===== src/rtl/esc_agg_pkg.sv =====
package esc_agg_pkg;
  localparam int NUM_RET = 6;
  localparam int ERR_W   = 13;

  // retimed source slots
  localparam int RET_PRNG   = 0;
  localparam int RET_PREDEC = 1;
  localparam int RET_DMEM   = 2;
  localparam int RET_FETCH  = 3;
  localparam int RET_BASERF = 4;
  localparam int RET_NCINTG = 5;

  // error bit positions
  localparam int EB_SW      = 0;
  localparam int EB_SWFATAL = 1;
  localparam int EB_RETBASE = 2;
  localparam int EB_GLOBAL  = EB_RETBASE + NUM_RET;
  localparam int EB_STSTOP  = EB_GLOBAL + 1;
  localparam int EB_CTRLFAT = EB_GLOBAL + 2;
  localparam int EB_SPURWE  = EB_GLOBAL + 3;
  localparam int EB_IMEM    = EB_GLOBAL + 4;

  typedef struct packed {
    logic [NUM_RET-1:0] retD;
    logic [ERR_W-1:0]   setBits;
  } escStrobes_t;
endpackage


===== src/rtl/esc_agg_datapath.sv =====
module esc_agg_datapath
  import esc_agg_pkg::*;
(
  input  logic               clk,
  input  logic               rstN,
  input  escStrobes_t        strobes,
  output logic [NUM_RET-1:0] retQ,
  output logic [ERR_W-1:0]   errBitsQ
);
  for (genvar i = 0; i < NUM_RET; i++) begin : g_ret
    always_ff @(posedge clk or negedge rstN) begin
      if (!rstN) retQ[i] <= 1'b0;
      else       retQ[i] <= strobes.retD[i];
    end
  end

  always_ff @(posedge clk or negedge rstN) begin
    if (!rstN) errBitsQ <= '0;
    else       errBitsQ <= errBitsQ | strobes.setBits;
  end
endmodule


===== src/rtl/esc_agg_control.sv =====
module esc_agg_control
  import esc_agg_pkg::*;
(
  input  logic               prngZeroErr,
  input  logic               predecMismatchErr,
  input  logic               dmemEccErr,
  input  logic               fetchAddrErr,
  input  logic               baseRfIntgErr,
  input  logic               aluModIntgErr,
  input  logic               macAccIntgErr,
  input  logic               globalEscIn,
  input  logic               startStopErr,
  input  logic               ctrlFatalErr,
  input  logic               spuriousWeErr,
  input  logic               imemEccErr,
  input  logic               swErr,
  input  logic               swErrsFatal,
  input  logic               insnValid,
  input  logic               commitReq,
  input  logic               loadReq,
  input  logic [NUM_RET-1:0] retQ,
  input  logic [ERR_W-1:0]   errBitsQ,
  output escStrobes_t        strobes,
  output logic               localEsc,
  output logic               insnExecuting,
  output logic               commitEn,
  output logic               loadReqOut,
  output logic               fatalClass
);
  logic combEsc;
  logic escBusy;
  logic dmemKept;

  // sources that must act in their own cycle
  assign combEsc  = globalEscIn | startStopErr | ctrlFatalErr |
                    spuriousWeErr | imemEccErr | swErr;
  assign localEsc = combEsc | (|retQ);

  // late memory error is dropped once escalation is under way
  assign escBusy  = localEsc | (|errBitsQ);
  assign dmemKept = dmemEccErr & ~escBusy;

  always_comb begin
    strobes = '0;
    strobes.retD[RET_PRNG]   = prngZeroErr;
    strobes.retD[RET_PREDEC] = predecMismatchErr;
    strobes.retD[RET_DMEM]   = dmemKept;
    strobes.retD[RET_FETCH]  = fetchAddrErr;
    strobes.retD[RET_BASERF] = baseRfIntgErr;
    strobes.retD[RET_NCINTG] = aluModIntgErr | macAccIntgErr | baseRfIntgErr;

    strobes.setBits[EB_SW]      = swErr;
    strobes.setBits[EB_SWFATAL] = swErr & swErrsFatal;
    for (int i = 0; i < NUM_RET; i++) begin
      strobes.setBits[EB_RETBASE+i] = retQ[i];
    end
    strobes.setBits[EB_GLOBAL]  = globalEscIn;
    strobes.setBits[EB_STSTOP]  = startStopErr;
    strobes.setBits[EB_CTRLFAT] = ctrlFatalErr;
    strobes.setBits[EB_SPURWE]  = spuriousWeErr;
    strobes.setBits[EB_IMEM]    = imemEccErr;
  end

  assign insnExecuting = insnValid & ~localEsc;
  assign commitEn      = commitReq & insnExecuting;
  assign loadReqOut    = loadReq & insnExecuting;

  assign fatalClass = |errBitsQ[ERR_W-1:EB_SWFATAL];
endmodule


===== src/rtl/local_esc_agg.sv =====
module local_esc_agg
  import esc_agg_pkg::*;
(
  input  logic             clk,
  input  logic             rstN,
  input  logic             prngZeroErr,
  input  logic             predecMismatchErr,
  input  logic             dmemEccErr,
  input  logic             fetchAddrErr,
  input  logic             baseRfIntgErr,
  input  logic             aluModIntgErr,
  input  logic             macAccIntgErr,
  input  logic             globalEscIn,
  input  logic             startStopErr,
  input  logic             ctrlFatalErr,
  input  logic             spuriousWeErr,
  input  logic             imemEccErr,
  input  logic             swErr,
  input  logic             swErrsFatal,
  input  logic             insnValid,
  input  logic             commitReq,
  input  logic             loadReq,
  output logic             localEsc,
  output logic             insnExecuting,
  output logic             commitEn,
  output logic             loadReqOut,
  output logic [ERR_W-1:0] errBits,
  output logic             fatalClass
);
  escStrobes_t        strobes;
  logic [NUM_RET-1:0] retQ;

  esc_agg_control u_ctrl (
    .prngZeroErr(prngZeroErr), .predecMismatchErr(predecMismatchErr),
    .dmemEccErr(dmemEccErr), .fetchAddrErr(fetchAddrErr),
    .baseRfIntgErr(baseRfIntgErr), .aluModIntgErr(aluModIntgErr),
    .macAccIntgErr(macAccIntgErr), .globalEscIn(globalEscIn),
    .startStopErr(startStopErr), .ctrlFatalErr(ctrlFatalErr),
    .spuriousWeErr(spuriousWeErr), .imemEccErr(imemEccErr),
    .swErr(swErr), .swErrsFatal(swErrsFatal),
    .insnValid(insnValid), .commitReq(commitReq), .loadReq(loadReq),
    .retQ(retQ), .errBitsQ(errBits), .strobes(strobes),
    .localEsc(localEsc), .insnExecuting(insnExecuting),
    .commitEn(commitEn), .loadReqOut(loadReqOut), .fatalClass(fatalClass)
  );

  esc_agg_datapath u_dp (
    .clk(clk), .rstN(rstN), .strobes(strobes),
    .retQ(retQ), .errBitsQ(errBits)
  );
endmodule


===== config.mk =====
export PLATFORM = sky130hd
export DESIGN_NAME = local_esc_agg
export DESIGN_NICKNAME = d
export VERILOG_FILES = /design/src/rtl/esc_agg_pkg.sv /design/src/rtl/esc_agg_datapath.sv /design/src/rtl/esc_agg_control.sv /design/src/rtl/local_esc_agg.sv
export SDC_FILE = /design/constraint.sdc
export NUM_CORES = 1
export LEC_CHECK = 0
export ABC_AREA = 1
export BUFFER_PORTS_ARGS = -buffer_cell sky130_fd_sc_hd__buf_2
export CELL_PAD_IN_SITES_DETAIL_PLACEMENT = 0
export CELL_PAD_IN_SITES_GLOBAL_PLACEMENT = 1
export CORE_ASPECT_RATIO = 1.5
export CORE_UTILIZATION = 33
export DETAILED_ROUTE_END_ITERATION = 6
export PLACE_DENSITY_LB_ADDON = 0.1
export SYNTH_ARGS = -nofsm -noshare
export SYNTH_HDL_FRONTEND = slang
export SYNTH_HIERARCHICAL = 1
export SYNTH_SLANG_ARGS = --single-unit

===== constraint.sdc =====
create_clock -name clk -period 1.4 [get_ports clk]
set_input_delay 0.07 -clock clk [delete_from_list [all_inputs] [get_ports clk]]
set_output_delay 0.07 -clock clk [all_outputs]
set_load 0.01 [all_outputs]

==> out/summary.json <==
{
  "place": {
    "place_congestion": 0.6897,
    "placedCellCount": 165,
    "port_buffers": 36,
    "hpwl_after_detailed_placement_um": 1278,
    "dp_worst_setup_slack_ns": 0.3136
  },
  "grt": {
    "grt_pass1_wl_um": 2773,
    "grt_max_degree": 20,
    "congestion_overflow_gr": 0,
    "global_route.usage.total": 0.1352,
    "grt_pass1_vias": 676,
    "globalRouteMet3Util": 0.03552,
    "groute.layer.met1.usage": 0.1367,
    "use_met2": 0.2390,
    "busiest_layer": "met2",
    "grt_antenna_before_repair": 0
  },
  "run_status": {
    "outcome": "finished with violations",
    "failing_checks": "setup timing"
  },
  "synthesis": {
    "synth_top_area_cell": "sky130_fd_sc_hd__dfrtp_1",
    "synth_cell_types": 12,
    "syn_area_per_cell_um2": 8.235,
    "synth_warnings": 6,
    "share_of_the_synthesized_area_in_the_top_cell_type": 0.5249,
    "synth.cell_area_um2": 905.9,
    "mappedNetlistNets": 129,
    "netlist_instances": 110,
    "synth_top_cells_by_area": "sky130_fd_sc_hd__dfrtp_1, sky130_fd_sc_hd__buf_4, sky130_fd_sc_hd__inv_1",
    "yosys_register_bits": 19,
    "synth_sequential_area_ratio": 0.5249
  },
  "sta": {
    "measured_slew_at_the_worst_slew_check_pin_ns": 0.4381,
    "timing.final.max_slew_violations": 0,
    "timing.final.ws_setup_ns": -0.001932,
    "finalSetupViolations": 1,
    "timing.fmax_mhz": 713.3,
    "grt_setup_unrepaired": "yes",
    "hold_violations": 0,
    "final_period_minus_worst_setup_slack_ns": 1.402,
    "clock_skew_ns": 0.002724,
    "slew-limit-headroom": 0.7079,
    "post-route-period-util": 1.001
  },
  "setup_path": {
    "crit-reg2reg-launch": "u_dp/retQ[1]$_DFF_PN0_",
    "r2r_cells": 5,
    "worst_setup_path_end_kind": "output pin",
    "worst-path-max-fanout": 3,
    "rr_endpoint": "u_dp/retQ[2]$_DFF_PN0_",
    "worstPathRequired_ns": 1.33,
    "reg2reg_slack_ns": 0.45,
    "cp.arrival_ns": 1.33,
    "critical_path_class": "register to output pin",
    "worst_setup_path_start_kind": "register"
  },
  "finish": {
    "diodes": 0,
    "layout.cells.most_common": "sky130_fd_sc_hd__buf_2",
    "instances_no_fill": 185,
    "layout-drive-gt1-share": 0.3154,
    "area_growth_syn_to_layout_pct": 30.94,
    "final_nets": 169,
    "mostFrequentLayoutCells": "sky130_fd_sc_hd__buf_2, sky130_fd_sc_hd__inv_1, sky130_fd_sc_hd__nand2_1, sky130_fd_sc_hd__dfrtp_1, sky130_fd_sc_hd__nor2_1"
  },
  "clocking": {
    "tritoncts": "done",
    "cts_sinks": 19,
    "count_of_h_tree_levels_built_during_cts": 1,
    "cts-buffers-inserted": 3,
    "cts_buffer_depth": 2,
    "path_clk_slew_ns": 0.11,
    "worst_skew_pair.late_latency_ns": 0.29,
    "root_buffer": "sky130_fd_sc_hd__clkbuf_4"
  },
  "drt": {
    "drt_first_iter_violations": 2,
    "drt-pass1-iter-count": 2,
    "ant_nets": 0,
    "remaining_drc_errors": 0,
    "avgViaCountPerCell": 3.843,
    "drt-total-wl_um": 1736,
    "detail_route.wl_per_cell_um": 9.384,
    "detailroute.via_count": 711
  },
  "floorplan": {
    "io_pins": 37,
    "core-area_um2": 2532,
    "die_width_um": 44.78,
    "die_area_um2": 2963,
    "die-height_um": 66.17,
    "floorplan.initialDensity": 0.3577,
    "number_of_rows_in_the_core_area": 22
  },
  "power": {
    "cellLeakagePower_nw": 0.6675,
    "maximum_ir_drop_on_the_vdd_rail_v": 0.0006462,
    "totalPowerFinal_w": 0.0009190,
    "p_per_area_nw_per_um2": 774.8
  },
  "hold_path": {
    "worst_hold_path.endpoint": "u_dp/errBitsQ[1]$_DFF_PN0_",
    "type_of_the_tightest_min_delay_check": "input port to register",
    "hold_path_startpoint": "swErrsFatal",
    "min_delay_path_depth": 5
  },
  "job": {
    "maxCapViolations": 0
  }
}
cell type report:
cell class / count / area, um^2
clock buffers: 3 / 22.52
clock inverters: 1 / 5.005
fillers: 298 / 1346
inverters: 31 / 116.4
multi-input cells: 43 / 188.9
flip-flops and latches: 19 / 475.5
well taps: 36 / 45.04
repair buffers: 52 / 332.8
layer usage:
| layer | vias to the layer above | share of wire |
|---|---|---|
| met5 | - | 0 |
| met4 | 0 | 0.012 |
| met3 | 2 | 0.056 |
| met2 | 21 | 0.54 |
| met1 | 323 | 0.39 |
| li1 | 365 | - |
critical path, stage by stage (launching register included):
cell and delay [ns]:
sky130_fd_sc_hd__dfrtp_1 0.40, sky130_fd_sc_hd__nor2_2 0.12, sky130_fd_sc_hd__nand2_2 0.07, sky130_fd_sc_hd__nor2_4 0.13, sky130_fd_sc_hd__nand3_2 0.09, sky130_fd_sc_hd__nor2_1 0.09, sky130_fd_sc_hd__buf_2 0.13
sequential cells by signal, indices dropped and copies added, names as in the netlist:
register and count:
u_dp/errBitsQ 13, u_dp/retQ 6
report_power, final:
| group | leakage, nW | internal (W) | switching, W |
|---|---|---|---|
| Combinational | 0.461 | 0.0000486 | 0.0000351 |
| Sequential | 0.189 | 0.000555 | 0.00000416 |
| Clock | 0.0177 | 0.000106 | 0.000169 |
| Total | 0.667 | 0.000710 | 0.000209 |
worst max path at each step:
| stage | start | end | cells past startpoint |
|---|---|---|---|
| 2_1_floorplan | u_dp/errBitsQ[5]$_DFF_PN0_ | u_dp/retQ[2]$_DFF_PN0_ | 6 |
| 3_3_place_gp | u_dp/retQ[2]$_DFF_PN0_ | commitEn | 6 |
| 3_5_place_dp | u_dp/retQ[2]$_DFF_PN0_ | commitEn | 6 |
| 4_1_cts | u_dp/retQ[5]$_DFF_PN0_ | commitEn | 6 |
| 5_1_grt | u_dp/retQ[1]$_DFF_PN0_ | commitEn | 6 |
| 6_report | u_dp/retQ[1]$_DFF_PN0_ | commitEn | 6 |
kinds of logic after synthesis:
logic type,count (synthesis),share of synthesized area
buf+inv,48,0.2693
simple gates,43,0.2058
flops,19,0.5249
synth_stat cells, drive strengths merged:
library cell / n
inv: 31
nand2: 20
dfrtp: 19
nor2: 18
buf: 17
and2: 2
nand3: 2
or3: 1
stage by stage:
stage	utilization	hold slack, ns	TNS [ns]	area (um^2)
2_1_floorplan	-	-0.2256	0	905.9
3_3_place_gp	0.3962	0.03455	0	1003
3_5_place_dp	0.3962	0.03655	0	1003
4_1_cts	0.4625	0.02465	-0.04639	1171
5_1_grt	0.4684	0.02222	-0.2430	1186
6_report	0.4684	0.03870	-0.001932	1186
repair_timing:
action	in CTS	in global routing
endpoints found under the hold margin	30	0
buffers inserted	1	2
hold buffers	13	0
pin swaps	1	3
setup endpoints to repair	2	4
resized for setup	1	0
Power figures use the tool's default switching activity.
